[src/rtl/alarm_pkg.sv]
package alarm_pkg;
  localparam int unsigned NUM_FIELDS = 5;
  localparam int unsigned TIME_W     = 7;
  localparam int unsigned ALM_W      = TIME_W + 1;
  localparam int unsigned DIV_W      = 16;

  typedef enum logic [1:0] {
    PIN_TONE  = 2'd0,
    PIN_WAVE  = 2'd1,
    PIN_ALARM = 2'd2,
    PIN_OFF   = 2'd3
  } pin_mode_e;

  typedef logic [NUM_FIELDS-1:0][TIME_W-1:0] time_vec_t;
  typedef logic [NUM_FIELDS-1:0][ALM_W-1:0]  alm_vec_t;
endpackage

[src/rtl/alarm_match.sv]
module alarm_match
  import alarm_pkg::*;
#(
  parameter int unsigned N_FLD = NUM_FIELDS,
  parameter int unsigned VAL_W = TIME_W
) (
  input  logic [N_FLD-1:0][VAL_W-1:0] now_vals,
  input  logic [N_FLD-1:0][VAL_W:0]   alm_vals,
  output logic                         hit
);
  localparam int unsigned EN_BIT = VAL_W;

  logic [N_FLD-1:0] fld_ok;

  for (genvar g = 0; g < N_FLD; g++) begin : g_fld
    logic ignored;
    logic equal;
    always_comb begin
      ignored   = alm_vals[g][EN_BIT];
      equal     = (alm_vals[g][VAL_W-1:0] == now_vals[g]);
      fld_ok[g] = ignored | equal;
    end
  end

  always_comb hit = &fld_ok;
endmodule

[src/rtl/alarm_flag.sv]
module alarm_flag (
  input  logic clk,
  input  logic rst_n,
  input  logic sec_tick,
  input  logic hit,
  input  logic status_rd,
  output logic flag
);
  logic set_evt;
  logic flag_d;
  logic flag_q;

  always_comb begin
    set_evt = sec_tick & hit;
    flag_d  = flag_q;
    if (status_rd) flag_d = 1'b0;
    if (set_evt)   flag_d = 1'b1;
  end

  always_ff @(posedge clk or negedge rst_n) begin
    if (!rst_n) flag_q <= 1'b0;
    else        flag_q <= flag_d;
  end

  assign flag = flag_q;

  assert_set_on_hit_R3: assert property (@(posedge clk) disable iff (!rst_n)
    (sec_tick && hit) |=> flag_q);
  assert_no_set_without_tick_R3: assert property (@(posedge clk) disable iff (!rst_n)
    (!flag_q && !sec_tick) |=> !flag_q);
  assert_sticky_R4: assert property (@(posedge clk) disable iff (!rst_n)
    (flag_q && !status_rd) |=> flag_q);
  assert_read_clears_R4: assert property (@(posedge clk) disable iff (!rst_n)
    (status_rd && !(sec_tick && hit)) |=> !flag_q);
  assert_set_beats_read_R5: assert property (@(posedge clk) disable iff (!rst_n)
    (status_rd && sec_tick && hit) |=> flag_q);
endmodule

[src/rtl/alarm_divider.sv]
module alarm_divider
  import alarm_pkg::*;
#(
  parameter int unsigned CNT_W    = DIV_W,
  parameter int unsigned TAP_1HZ  = 15,
  parameter int unsigned TAP_512  = 6,
  parameter int unsigned TAP_4K   = 3,
  parameter int unsigned TAP_32K  = 0
) (
  input  logic       clk,
  input  logic       rst_n,
  input  logic       osc_tick,
  output logic [3:0] waves,
  output logic       tone
);
  logic [CNT_W-1:0] cnt_q;
  logic [CNT_W-1:0] cnt_d;

  always_comb begin
    cnt_d = cnt_q;
    if (osc_tick) cnt_d = cnt_q + 1'b1;
  end

  always_ff @(posedge clk or negedge rst_n) begin
    if (!rst_n) cnt_q <= '0;
    else        cnt_q <= cnt_d;
  end

  always_comb begin
    waves[0] = cnt_q[TAP_1HZ];
    waves[1] = cnt_q[TAP_512];
    waves[2] = cnt_q[TAP_4K];
    waves[3] = cnt_q[TAP_32K];
    tone     = cnt_q[TAP_512];
  end

  assert_count_step_R11: assert property (@(posedge clk) disable iff (!rst_n)
    osc_tick |=> (cnt_q == $past(cnt_q) + 1'b1));
  assert_count_hold_R11: assert property (@(posedge clk) disable iff (!rst_n)
    !osc_tick |=> $stable(cnt_q));
endmodule

[src/rtl/alarm_pin_mux.sv]
module alarm_pin_mux
  import alarm_pkg::*;
(
  input  logic       clk,
  input  logic       rst_n,
  input  logic       cal_en,
  input  logic       alm_en,
  input  logic       alm_sel,
  input  logic [1:0] freq_sel,
  input  logic [3:0] waves,
  input  logic       tone,
  input  logic       flag,
  output logic       pull_low
);
  pin_mode_e mode;
  logic      wave_lvl;

  always_comb begin
    if (cal_en)       mode = PIN_TONE;
    else if (!alm_sel) mode = PIN_WAVE;
    else if (alm_en)  mode = PIN_ALARM;
    else              mode = PIN_OFF;
  end

  always_comb wave_lvl = waves[freq_sel];

  always_comb begin
    unique case (mode)
      PIN_TONE:  pull_low = ~tone;
      PIN_WAVE:  pull_low = ~wave_lvl;
      PIN_ALARM: pull_low = flag;
      PIN_OFF:   pull_low = 1'b0;
      default:   pull_low = 1'b0;
    endcase
  end

  assert_tone_owns_pin_R6: assert property (@(posedge clk) disable iff (!rst_n)
    cal_en |-> (pull_low == !tone));
  assert_alarm_pin_R8: assert property (@(posedge clk) disable iff (!rst_n)
    (!cal_en && alm_sel && alm_en) |-> (pull_low == flag));
  assert_released_R9: assert property (@(posedge clk) disable iff (!rst_n)
    (!cal_en && alm_sel && !alm_en) |-> !pull_low);
endmodule

[src/rtl/alarm_out_top.sv]
module alarm_out_top
  import alarm_pkg::*;
(
  input  logic             clk,
  input  logic             rst_n,
  input  logic             sec_tick,
  input  logic             osc_tick,
  input  logic [TIME_W-1:0] now_sec,
  input  logic [TIME_W-1:0] now_min,
  input  logic [TIME_W-1:0] now_hour,
  input  logic [TIME_W-1:0] now_date,
  input  logic [TIME_W-1:0] now_month,
  input  logic [ALM_W-1:0]  alm_sec,
  input  logic [ALM_W-1:0]  alm_min,
  input  logic [ALM_W-1:0]  alm_hour,
  input  logic [ALM_W-1:0]  alm_date,
  input  logic [ALM_W-1:0]  alm_month,
  input  logic             status_rd,
  input  logic             cal_en,
  input  logic             alm_en,
  input  logic             alm_sel,
  input  logic [1:0]       freq_sel,
  output logic             alarm_flag,
  output logic             pin_pull_low
);
  time_vec_t  now_v;
  alm_vec_t   alm_v;
  logic       hit;
  logic       flag;
  logic [3:0] waves;
  logic       tone;

  always_comb begin
    now_v = {now_month, now_date, now_hour, now_min, now_sec};
    alm_v = {alm_month, alm_date, alm_hour, alm_min, alm_sec};
  end

  alarm_match #(.N_FLD(NUM_FIELDS), .VAL_W(TIME_W)) u_match (
    .now_vals (now_v),
    .alm_vals (alm_v),
    .hit      (hit)
  );

  alarm_flag u_flag (
    .clk       (clk),
    .rst_n     (rst_n),
    .sec_tick  (sec_tick),
    .hit       (hit),
    .status_rd (status_rd),
    .flag      (flag)
  );

  alarm_divider #(.CNT_W(DIV_W)) u_div (
    .clk      (clk),
    .rst_n    (rst_n),
    .osc_tick (osc_tick),
    .waves    (waves),
    .tone     (tone)
  );

  alarm_pin_mux u_mux (
    .clk      (clk),
    .rst_n    (rst_n),
    .cal_en   (cal_en),
    .alm_en   (alm_en),
    .alm_sel  (alm_sel),
    .freq_sel (freq_sel),
    .waves    (waves),
    .tone     (tone),
    .flag     (flag),
    .pull_low (pin_pull_low)
  );

  assign alarm_flag = flag;

  assert_hit_needs_enabled_fields_R1: assert property (@(posedge clk) disable iff (!rst_n)
    (!alm_sec[TIME_W] && (alm_sec[TIME_W-1:0] != now_sec)) |-> !hit);
  assert_all_masked_fires_R2: assert property (@(posedge clk) disable iff (!rst_n)
    (sec_tick && alm_sec[TIME_W] && alm_min[TIME_W] && alm_hour[TIME_W] &&
     alm_date[TIME_W] && alm_month[TIME_W]) |=> alarm_flag);
endmodule

[config.mk]
export PLATFORM = sky130hd
export DESIGN_NAME = alarm_out_top
export DESIGN_NICKNAME = d
export VERILOG_FILES = /design/src/rtl/alarm_pkg.sv /design/src/rtl/alarm_match.sv /design/src/rtl/alarm_flag.sv /design/src/rtl/alarm_divider.sv /design/src/rtl/alarm_pin_mux.sv /design/src/rtl/alarm_out_top.sv
export SDC_FILE = /design/constraint.sdc
export NUM_CORES = 1
export LEC_CHECK = 0
export ABC_CLOCK_PERIOD_IN_PS = 1840
export CAP_MARGIN = 0
export CORE_MARGIN = 1.5
export CORE_UTILIZATION = 34
export DETAILED_ROUTE_END_ITERATION = 6
export GPL_TIMING_DRIVEN = 1
export HOLD_SLACK_MARGIN = 0.12
export PLACE_DENSITY = 0.81
export SLEW_MARGIN = 40
export SYNTH_ARGS = -nofsm -noshare
export SYNTH_HDL_FRONTEND = slang
export SYNTH_SLANG_ARGS = --single-unit
[constraint.sdc]
create_clock -name clk -period 1.84 [get_ports clk]
set_input_delay 0.368 -clock clk [delete_from_list [all_inputs] [get_ports clk]]
set_output_delay 0.368 -clock clk [all_outputs]
set_load 0.1 [all_outputs]
# Word level (Yosys, flattened, before mapping)
# Cells that the tools add are included.
[classes]
addsub = 1
n_lt_le_gt_ge = 1
n_eq_ne = 8
n_reduce_logical = 3
n_bitwise = 8
n_mux = 8
[ops]
columns = ["operator", "count"]
rows = [
  ["equality test 7 bit", 5],
  ["adder 16 x 1 -> 16 bit (second input constant)", 1],
  ["OR 1 bit", 5],
  ["AND reduction 5 bit", 1],
  ["equality test 2 bit (second input constant)", 2],
  ["2-to-1 mux 1 bit", 4],
  ["2-to-1 mux 2 bit", 2],
  ["case mux 1 bit (4 select lines)", 1],
  ["< comparator 2 x 3 -> 1 bit (second input constant)", 1],
  ["binary-select mux 1 bit (select 2 bit)", 1],
  ["equality test 2 x 1 -> 1 bit (second input constant)", 1],
  ["zero test 2 bit", 1],
  ["inverter 1 bit", 2],
  ["nonzero test 2 bit", 1],
  ["bitwise AND 1 bit", 1],
]
[totals]
output_inout_bits = 2
reg_bits = 17
wordCells = 31
input_bits = 85

# Longest topological paths before layout
[depth]
depth_word = 5
ltp_mapped = 6
ltp_nobuf = 6

# Modules after synthesis
# A second synthesis with hierarchy kept.
[hier_totals]
cells_unflattened = 116
area_unflattened_um2 = 1207.4
[modules_own_cells]
columns = ["module", "area_each_um2", "seq_area_each_um2", "instances", "cells_each"]
rows = [
  ["alarm_divider", 725.7, 400.4, 1, 60],
  ["alarm_match", 389.1, 0.0, 1, 48],
  ["alarm_pin_mux", 51.3, 0.0, 1, 4],
  ["alarm_flag", 41.3, 25.0, 1, 4],
]

# Least setup slack after synthesis
# No wires, ideal clock.
[synth_path]
path_type = "reg-to-output"
startpoint = "register u_flag.flag_q, in the netlist u_flag.flag"
endpoint = "output pin_pull_low"
path_slack_ns = -1.140
t_arrival_ns = 2.612
required_ns = 1.472
path_stages_with_launch = 3
n_path_buf = 0
path_cell_list = "dfrtp_1 a311oi_1 a21oi_1"
[synth_between]
elab_chain_len = 1
[synth_rtl]
columns = ["item", "line", "text"]
rows = [
  ["start, declared", "alarm_flag.sv:11", "logic flag_q;"],
  ["start signal, assigned", "alarm_flag.sv:22", "else flag_q <= flag_d;"],
  ["case mux 1 bit (4 select lines)", "alarm_pin_mux.sv:28", "unique case (mode)"],
  ["end, declared", "alarm_out_top.sv:24", "output logic pin_pull_low"],
]
# Every way passes these cells.

# Worst setup path in the final report
[layout_path]
startpoint = "register u_div.cnt_q[6]"
endpoint = "output pin_pull_low"
[layout_between]
elab_chain_len = 4
word_cells_on_any_way = 5
classes_between = "mux (3); bitwise (2)"
[layout_rtl]
columns = ["item", "line", "text"]
rows = [
  ["start, declared", "alarm_divider.sv:16", "logic [CNT_W-1:0] cnt_q;"],
  ["start signal, assigned", "alarm_divider.sv:26", "else cnt_q <= cnt_d;"],
  ["binary-select mux 1 bit (select 2 bit)", "alarm_pin_mux.sv:25", "always_comb wave_lvl = waves[freq_sel];"],
  ["2-to-1 mux 1 bit (implied by the code)", "alarm_pin_mux.sv:25", ""],
  ["inverter 1 bit", "alarm_pin_mux.sv:30", "PIN_WAVE: pull_low = ~wave_lvl;"],
  ["case mux 1 bit (4 select lines) *", "alarm_pin_mux.sv:28", ""],
]
# Every way passes the cells marked *; elsewhere a longest branch is shown, timed or not. The select of a mux whose other input is x is not followed.

==> impl_metrics.toml <==
[synthesis]
synth.top_cell.area_share = 0.3720
syn_inst = 110
syn_area_um2 = 1144
yosys_warnings = 0
synthTopCellsByArea = "dfrtp_1 (37%), xnor2_1 (22%), xor2_1 (16%)"
synth.distinct_cells = 22
synth_top_area_cell = "dfrtp_1"
syn-num-nets = 196
synth-seq-area-share = 0.3720
postSynthAreaPerCell_um2 = 10.40
ys_ff_latch = 17

[run_status]
failed_checks = "negative setup slack"
status = "finished, violations left"

[grt]
grt_pass1_wl_um = 4809
grt_overflow_total = 0
antenna_found_initial = 0
grt_start_max_net_pins = 18
track_usage = 0.1731
grt_pass1_vias = 1239

[route]
wl_met1_um = 990
route.met2.wl_um = 1734
met3_length_um = 255
top_layer = "met4"
ant_nets = 0
drcViolationCount = 0
first_iter_violations = 17
firstDrtPassIters = 4
wl_per_cell_um = 11.88
viasPerCell = 4.565
vias = 1155
wl_um = 3005

[final_layout]
finish.net_count = 296
final_common_cell = "clkdlybuf4s50_1"
syn_to_final_growth_pct = 92.01
layout_common_cells = "clkdlybuf4s50_1 (83), xnor2_1 (29), xor2_1 (21), dfrtp_1 (15), buf_4 (9)"
n_fill_cell = 233
seqCellArea_um2 = 427.9
diodes = 0
drive_gt1_frac = 0.1196
multiInputGateArea_um2 = 730.7

[clock_network]
cts_tree = "done"
cts_sinks = 17
cts.clk_slew.worst_paths_ns = 0.09
cts_hold_buf = 0
clk_latency_ns = 0.29
cts.path.max_buffers = 2
cts_root_buf = "clkbuf_4"
cts_buffers = 3
htree_levels = 1

[placed_design]
gp_congestion = 0.7592
io_buffer_count = 86
dp_hpwl_um = 2772

[floorplan]
io_pins = 87
core_um2 = 3128
dieArea_um2 = 3720
die_w_um = 61.00
start_util = 0.3656
rows = 20
fp.dieH_um = 61.00

[critical_path]
endpoint_kind = "output pin"
r2r_setup_slack_ns = 0.31
crit_start = "u_div.cnt_q[6]"
worstPathRequired_ns = 1.47
start_kind = "flop"
reg2reg_from = "u_div.cnt_q[0]"
critical_path_class = "reg -> out"
endpoint = "pin_pull_low"
cp_max_fo = 2
rr_endpoint = "u_div.cnt_q[10]"
r2r_cells = 8
crit_arrival_ns = 1.68

[timing]
layout_min_cycle_time_ns = 2.052
relSlewSlack = 0.7893
finalHoldViolations = 0
fin_ws_ns = -0.2120
tns_ns = -0.2120
setup_viol = 1
whs_ns = 0.3887
max_clock_freq_mhz = 487.3
rsz0062_at_grt = "yes"
drv_slew = 0
tightest_slew_ns = 0.3132
skew_ns = 0.004349
post-route-period-util = 1.115

[pwr]
power_density_nw_per_um2 = 595.0
leakagePower_nw = 0.8821
peakVddDrop_mv = 0.2312

[job]
drv_cap = 0

[hold_path]
hold_path_class = "in -> async"
==> cell usage after synthesis <==
cell type	n
a21oi_1	1
a311oi_1	1
and3_1	2
and4_4	1
dfrtp_1	17
ha_1	1
inv_1	2
mux2_2	1
mux4_2	1
nand2_1	3
nand3_1	6
nand4_1	7
nand4_2	1
nor2_1	4
nor2_2	1
nor2b_1	2
nor4_1	5
o21ai_0	1
o22ai_1	2
o32ai_1	1
xnor2_1	29
xor2_1	21
==> worst min path at each step <==
| stage | start | end | slack (ns) | cells after the start |
|---|---|---|---|---|
| after floorplan | rst_n | u_div.cnt_q[0] | 0.07 | 0 |
| after global placement | u_div.cnt_q[11] | u_div.cnt_q[11] | 0.45 | 1 |
| after detailed placement | u_div.cnt_q[5] | u_div.cnt_q[5] | 0.46 | 1 |
| after CTS | rst_n | u_div.cnt_q[7] | 0.39 | 2 |
| after global routing | rst_n | u_div.cnt_q[9] | 0.40 | 2 |
| final | rst_n | u_div.cnt_q[9] | 0.39 | 2 |
==> stage by stage <==
| stage | util | power [W] | instance area [µm²] | setup slack [ns] | std cells |
|---|---|---|---|---|---|
| after global placement | 0.6860 | 0.001081 | 2146 | -0.4148 | 247 |
| after global routing | 0.7020 | 0.001391 | 2196 | -0.2756 | 253 |
| final | 0.7020 | 0.001306 | 2196 | -0.2120 | 253 |
| after CTS | 0.6972 | 0.001306 | 2181 | -0.2649 | 251 |
| after floorplan | - | 0.0007731 | 1157 | -0.1570 | 110 |
| after detailed placement | 0.6860 | 0.001104 | 2146 | -0.4238 | 247 |
==> cells by family after synthesis <==
kind of cell | after synthesis | share of synthesized area
buffers and inverters | 2 | 0.006567
AOI/OAI and AO/OA | 6 | 0.03500
adders and majority gates | 1 | 0.01094
xor gates and xnor gates | 50 | 0.3829
and+or+nand+nor | 32 | 0.1630
DFF | 17 | 0.3720
muxes | 2 | 0.02954
==> layer usage <==
layer,up-vias,global-route usage
li1,579,-
met1,522,0.1532
met2,50,0.3671
met3,4,0.06183
met4,0,0.02795
met5,-,0
==> sequential cells by signal, indices dropped and copies added, names as in the netlist <==
signal,flops
u_div.cnt_q,16
u_flag.flag,1
==> repair_timing <==
action / CTS / global route
pin swaps: 2 / 1
setup endpoints to repair: 1 / 1
hold endpoints to repair: 0 / 0
resized for setup: 3 / 0
gates cloned: 0 / 0
setup buffers: 0 / 2
==> worst max-delay path: stages (launching register included) <==
cell and delay, ns:
dfrtp_2 0.41, mux4_2 0.48, nor2_2 0.11, a311oi_2 0.06, a21oi_4 0.15, buf_12 0.19
==> power by group <==
group / internal, W / switching (W)
clock network: 0.0000810 / 0.000114
registers: 0.000450 / 0.0000605
logic: 0.000373 / 0.000228
==> cell type report <==
cell class                      instances  area share
Clock buffer                            3     0.01026
Clock inverter                          1    0.002279
Inverter                                2    0.003419
Multi-Input combinational cell         91      0.3328
Sequential cell                        17      0.1949
Tap cell                               44     0.02507
Timing Repair Buffer                   95      0.4313
No activity file was read; power rests on OpenSTA's default activity.
